**src/rtl/spi_host_regs.sv**
```systemverilog
module spi_host_regs #(
  parameter int DATA_W  = 8,
  parameter int NSLAVE  = 4,
  parameter int CLK_DIV = 2,
  parameter bit CPOL    = 1'b0,
  parameter bit CPHA    = 1'b0
) (
  input  logic              clk,
  input  logic              rst_n,
  input  logic              wr_en,
  input  logic              rd_en,
  input  logic [2:0]        addr,
  input  logic [31:0]       wdata,
  output logic [31:0]       rdata,
  output logic              irq,
  output logic              sclk,
  output logic              mosi,
  input  logic              miso,
  output logic [NSLAVE-1:0] ss_n
);
  localparam int HW  = $clog2(2*DATA_W+2);
  localparam int DVW = (CLK_DIV > 1) ? $clog2(CLK_DIV) : 1;
  localparam logic [2:0] A_RX = 3'd0, A_TX = 3'd1, A_ST = 3'd2, A_CT = 3'd3, A_SS = 3'd5;
  localparam logic [HW-1:0] EDGES = HW'(2*DATA_W);

  logic [DATA_W-1:0] txbuf, tx_sh, rx_sh, rxbuf;
  logic              txfull, busy, rrdy, roe, toe;
  logic [HW-1:0]     hp;
  logic [DVW-1:0]    div;
  logic [10:0]       ctrl;
  logic [NSLAVE-1:0] ssmask;

  wire tx_wr = wr_en && addr == A_TX;
  wire rx_rd = rd_en && addr == A_RX;
  wire tick  = busy && div == DVW'(CLK_DIV-1);
  wire [HW-1:0] hn = hp + 1'b1;
  wire in_edges = hn <= EDGES;
  wire last  = tick && hn == EDGES + 1'b1;
  wire samp  = tick && in_edges && (CPHA ? !hn[0] : hn[0]);
  wire shft  = tick && hn < EDGES && (CPHA ? (hn[0] && hn != 1) : !hn[0]);

  wire [8:0] st = {roe | toe, rrdy, !txfull, !txfull && !busy, toe, roe, 3'b000};

  assign irq  = |(st & ctrl[8:0]);
  assign sclk = CPOL ^ (busy & hp[0]);
  assign mosi = tx_sh[DATA_W-1];
  assign ss_n = ~(ssmask & {NSLAVE{busy | ctrl[10]}});

  always_comb begin
    rdata = '0;
    case (addr)
      A_RX: rdata[DATA_W-1:0] = rxbuf;
      A_ST: rdata[8:0] = st;
      A_CT: rdata[10:0] = ctrl;
      A_SS: rdata[NSLAVE-1:0] = ssmask;
      default: rdata = '0;
    endcase
  end

  always_ff @(posedge clk or negedge rst_n) begin
    if (!rst_n) begin
      txbuf <= '0; tx_sh <= '0; rx_sh <= '0; rxbuf <= '0;
      txfull <= 1'b0; busy <= 1'b0; rrdy <= 1'b0; roe <= 1'b0; toe <= 1'b0;
      hp <= '0; div <= '0; ctrl <= '0; ssmask <= '0;
    end else begin
      if (wr_en && addr == A_CT) ctrl <= wdata[10:0] & 11'h5D8;
      if (wr_en && addr == A_SS) ssmask <= wdata[NSLAVE-1:0];
      if (tx_wr) begin
        if (txfull) toe <= 1'b1;
        else begin
          txbuf  <= wdata[DATA_W-1:0];
          txfull <= 1'b1;
        end
      end
      if (rx_rd) rrdy <= 1'b0;
      if (!busy && txfull) begin
        busy   <= 1'b1;
        tx_sh  <= txbuf;
        txfull <= 1'b0;
        hp     <= '0;
        div    <= '0;
      end else if (busy) begin
        div <= tick ? '0 : div + 1'b1;
        if (tick) hp <= hn;
        if (samp) rx_sh <= {rx_sh[DATA_W-2:0], miso};
        if (shft) tx_sh <= tx_sh << 1;
        if (last) begin
          busy  <= 1'b0;
          rxbuf <= rx_sh;
          rrdy  <= 1'b1;
          if (rrdy && !rx_rd) roe <= 1'b1;
        end
      end
      if (wr_en && addr == A_ST) begin
        roe <= 1'b0;
        toe <= 1'b0;
      end
    end
  end
endmodule


```
**config.mk**
```make
export PLATFORM = sky130hd
export DESIGN_NAME = spi_host_regs
export DESIGN_NICKNAME = d
export VERILOG_FILES = /design/src/rtl/spi_host_regs.sv
export SDC_FILE = /design/constraint.sdc
export NUM_CORES = 1
export LEC_CHECK = 0
export ABC_AREA = 1
export CORE_AREA = 3 3 99 101
export CTS_BUF_LIST = sky130_fd_sc_hd__clkbuf_16
export CTS_CLUSTER_SIZE = 40
export DETAILED_ROUTE_END_ITERATION = 10
export DIE_AREA = 0 0 102 104
export DONT_BUFFER_PORTS = 1
export MAX_ROUTING_LAYER = met4
export SLEW_MARGIN = 0
export SYNTH_ARGS = -nofsm -noshare
export SYNTH_HDL_FRONTEND = slang
export SYNTH_SLANG_ARGS = --single-unit
```
**constraint.sdc**
```tcl
create_clock -name clk -period 2.2 [get_ports clk]
set_input_delay 0.33 -clock clk [delete_from_list [all_inputs] [get_ports clk]]
set_output_delay 0.33 -clock clk [all_outputs]
set_load 0.02 [all_outputs]
```
# == Yosys cells after proc, flatten, opt, wreduce, memory -nomap -nowiden ==
# Index checks and enable logic that the tools add are counted.
# totals
output_inout_bits,39
input_bits,40
reg_bits,53
# op_classes
n_addsub,2
n_lt_le_gt_ge,2
muxes,30
bitwise_logic,8
eq_ne,6
reduce_logical,36
# ops
op,count
$mux 8,3
$mux 1,20
$reduce_bool 2->1,9
$pmux 4 s4,1
$mux 5,3
$logic_and 1x1->1,14
$pmux 4 s3,1
$and 9x9->9,1
$reduce_or 9->1,1
$reduce_and 2->1,4
$eq 3x2->1 const B,2
$reduce_and 3->1,2
$add 5x1->5 const B,1
$eq 5x5->1 const B,1
$le 5x5->1 const B,1
$lt 5x5->1 const B,1
$and 4x4->4,1
$logic_not 1->1,4
$not 4->4,1
$reduce_and 4->1,1
$eq 3x1->1 const B,1
$eq 3x3->1 const B,1
$logic_not 3->1,1
$mux 2,1
6 further kinds,8

# == Logic depth before layout (Yosys ltp) ==
# logic_depth
depth_word,9
ltp_mapped,9
depth_no_buf,9

# == Worst setup path after synthesis ==
# No wires, ideal clock.
# synth_timing
path_type,input to output
from,in addr[2]
to,out rdata[8]
slack_ps,748
stages,3
required_ps,1870
arrival_ps,1122
path_buffers,0
cell_sequence,nor2_1 nand2_1 o21ai_0
# synth_via
elab_chain_len,2
# synth_rtl
element,line_no,text
start: declaration,12,"input logic [2:0] addr,"
$eq 3x2->1,51,case (addr)
$pmux 1 s2 (*),51,
end: declaration,14,"output logic [31:0] rdata,"
# Every way passes the cells marked *; elsewhere a longest branch is shown, timed or not.

# == Final worst setup path ==
# layout_timing
from,reg hp[0]
to,reg rxbuf[7]
# layout_via
elab_chain_len,4
# layout_rtl
element,line_no,text
start: declaration,28,logic [HW-1:0] hp;
start signal: assignment,84,if (tick) hp <= hn;
$add 5x1->5,36,wire [HW-1:0] hn = hp + 1'b1;
$eq 5x5->1,38,wire last = tick && hn == EDGES + 1'b1;
$logic_and 1x1->1,38,
$reduce_and 3->1 (no line),-,
end signal: assignment,89,rxbuf <= rx_sh;
end: declaration,26,"logic [DATA_W-1:0] txbuf, tx_sh, rx_sh, rxbuf;"
# Every way passes these cells.
# A chain may end at the register's enable or synchronous reset.

==> reports/results.tsv <==
stage	metric	value	unit
status	status	complete, no violations	
synth	Yosys reg bits	53	
power	Clk pwr share	21.1	%
final_layout	Final Non-Filler Cells	441	
power	Gate power share	32.4	%
power	Sw Ratio	39.1	%
final_layout	Ant. Diodes	0	
sta	Tcrit/Tclk final	80.5	%
sta	Clock Skew	0.00485	ns
critical_path	Critical R2R Launch	hp[0]	
die	core footprint	0.00911	mm^2
synth	Distinct cells, synth	28	
power	Flop pwr share	46.5	%
final_layout	filler cell count in the final layout	959	
synth	biggest area consumer among synthesized cells	dfrtp_1	
clocking	H-tree depth	2	
synth	synth top area cells	dfrtp_1 49%, nand2_1 14%, buf_4 6.7%	
clocking	worst skew pair latency	0.28	ns
sta	unrepaired setup endpoints after global routing	false	
critical_path	startpoint types	flop	
synth	post-synth top area share	49.4	%
sta	final setup margin	0.430	ns
sta	setup TNS	0	ns
placement	dpl cells	432	
clocking	number of setup buffers added after CTS	0	
clocking	clk root buf	clkbuf_16	
placement	Final Wtd Congestion	0.787	
drt	vias	2008	
critical_path	reg-to-reg endpoint	rxbuf[7]	
final_layout	final std cell area, no fill	0.00290	mm^2
run	max cap viols	0	
power	Power Dens Cells	1200	mW/mm^2
drt	1st-iter DRT viols	120	
clocking	post-cts repair resize count	0	
sta	fin crit period	1.77	ns
synth	most instantiated cells after synthesis	97 x nand2_1, 53 x dfrtp_1, 34 x inv_1	
synth	Async SR Flop Fraction	100	%
drt	Initial DRT Pass Iterations	4	
critical_path	crit path capture type	flop	
grt	GRT overflow	0	
critical_path	crit path DAT	1.95	ns
synth	Post-Synthesis Cells	322	
clocking	Num CTS Buffers	5	
sta	final setup fails	0	
die	Initial Util	29.5	%
die	I/O Pins	79	
placement	port bufs	0	
hold_path	hold depth	2	
synth	Main synth FF type	dfrtp_1	
synth	Yosys Warn Count	0	
critical_path	crit path kind	flop to flop	
placement	DPL Wire Length	4280	um
synth	synthesized area	0.00268	mm^2
synth	Post-synth EDFFs	0	
placement	Cell Area, Placed	0.00273	mm^2
clocking	clock tree from TritonCTS	yes	
drt	Detail Route Antenna Nets	0	
clocking	clock slew at reported path FFs	0.07	ns
hold_path	Hold WC Path Type	input port to flop	
clocking	CTS Sinks	53	
sta	final hold vios	0	
die	die width	102	um
drt	DRC Markers	0	
grt	first-pass GRT wire length	9580	um
sta	Fmax	0.565	GHz
critical_path	R2R depth	8	
synth	Syn Area/Cell	8.33	um^2
critical_path	required time of the critical path	2.38	ns
die	die height	104	um
critical_path	setup slack, reg-to-reg	0.43	ns
grt	initial antenna violation count	0	
grt	vias in the first global route	1940	
sta	hold_ws	0.183	ns
power	leakage	1.45	nW
hold_path	Worst Hold End	rx_sh[0]	
drt	routed wire length	5660	um
critical_path	Worst Path Max Fanout	11	
sta	fin. max-slew vios	0	
drt	Avg WL per Cell	12.8	um
drt	Vias/cell	4.55	
power	worst vdd ir	0.000410	V
power	internal power	2.12	mW
final_layout	Layout Nets	372	
sta	Slew headroom	63.8	%
final_layout	share of post-route cells with drive strength above 1	9.09	%
grt	pin count of the biggest net entering global routing	54	
grt	global-route usage over all layers	11.5	%
synth	count leader, synth	nand2_1	
placement	pre-CTS setup slack	0.439	ns
power	Switching Power	1.36	mW
clocking	clock buffer depth	2	
final_layout	Area Overhead vs Synth	8.07	%
die	num rows	35	
die	die area	0.0106	mm^2
synth	Seq/Total Area, Yosys	49.4	%
hold_path	Min-Delay Startpoint	miso	
sta	measured slew at the worst slew-check pin	0.541	ns
## power by group through the flow
stage | logic [mW] | clock network, mW | registers, mW
after floorplan | 1.00 | 0 | 1.54
after global placement | 1.09 | 0 | 1.62
after detailed placement | 1.12 | 0 | 1.64
after CTS | 1.15 | 0.747 | 1.62
after global routing | 1.33 | 0.787 | 1.67
final | 1.13 | 0.734 | 1.62
## metrics by stage
stage	utilization (%)	total power, mW
final	31.8	3.48
after global routing	31.8	3.78
after CTS	31.8	3.52
after detailed placement	30.0	2.75
after global placement	30.0	2.71
after floorplan	-	2.55
## critical path, cell delays in order (launching register included)
cell	delay, ns
dfrtp_1	0.49
ha_1	0.28
nand2_1	0.14
nand2_2	0.11
nand2_2	0.06
nor2_4	0.25
nand2_2	0.18
nand2_1	0.11
nand2_1	0.05
## cells by family (layout without fill, tap and decap cells)
logic type,Yosys count,count (layout),share of synthesized area (%)
multiplexers,1,1,0.420
other,1,22,0.140
AND/OR/NAND/NOR,150,150,24.4
flip-flops,53,53,49.4
adder cells (fa/ha/maj),2,2,0.933
AO/OA/AOI/OAI,52,52,11.5
buffers and inverters,63,50,13.1
## cell usage in the layout (no fill, tap or decap)
master / count
nand2_1: 97
dfrtp_1: 53
inv_1: 35
o21ai_0: 32
nand3_1: 26
conb_1: 22
nor2_1: 10
nand2_2: 7
buf_4: 7
clkbuf_16: 5
a22o_1: 4
o21ai_1: 4
nand4_1: 3
nor2_2: 3
a21oi_1: 3
o211ai_1: 2
o22ai_1: 2
nand3_2: 2
ha_1: 2
a22oi_1: 1
o2111ai_1: 1
nor2_4: 1
o21bai_4: 1
nand2_4: 1
o21bai_1: 1
mux2_2: 1
a21oi_2: 1
clkinv_1: 1
buf_16: 1
dlygate4sd3_1: 1
## sequential cells by signal, indices dropped and copies added (netlist names), 4 cells and up
signal,cells
ctrl,6
txbuf,8
tx_sh,8
rxbuf,8
ssmask,4
rx_sh,8
hp,5
## per-layer routing
metal / vias up / global-route usage [%] / wire length (um)
li1: 1006 / - / -
met1: 944 / 16.1 / 2760
met2: 52 / 16.9 / 2570
met3: 6 / 3.22 / 278
met4: 0 / 2.25 / 56
met5: - / - / 0
## worst max path at each step
| stage | startpoint | endpoint |
|---|---|---|
| after floorplan | addr[2] | rdata[8] |
| after global placement | hp[0] | rxbuf[0] |
| after detailed placement | hp[0] | rxbuf[6] |
| after CTS | hp[0] | rxbuf[6] |
| after global routing | hp[0] | rxbuf[3] |
| final | hp[0] | rxbuf[7] |
## cell type report
type                       count  area (um^2)  share of cell area [%]
timing repair buffer           9         90.1                    3.11
clock buffer                   5          125                    4.32
multi-input combinational    227         1080                    37.4
tap                          111          139                    4.79
clock inverter                 2         7.51                   0.259
inverter                      34          128                    4.40
sequential                    53         1330                    45.7
## repair_timing
item	in CTS	in global routing
hold buffers	2	0
setup endpoints to repair	0	0
hold endpoints to repair	53	0
Note: power is estimated with default switching activity, not from simulation.
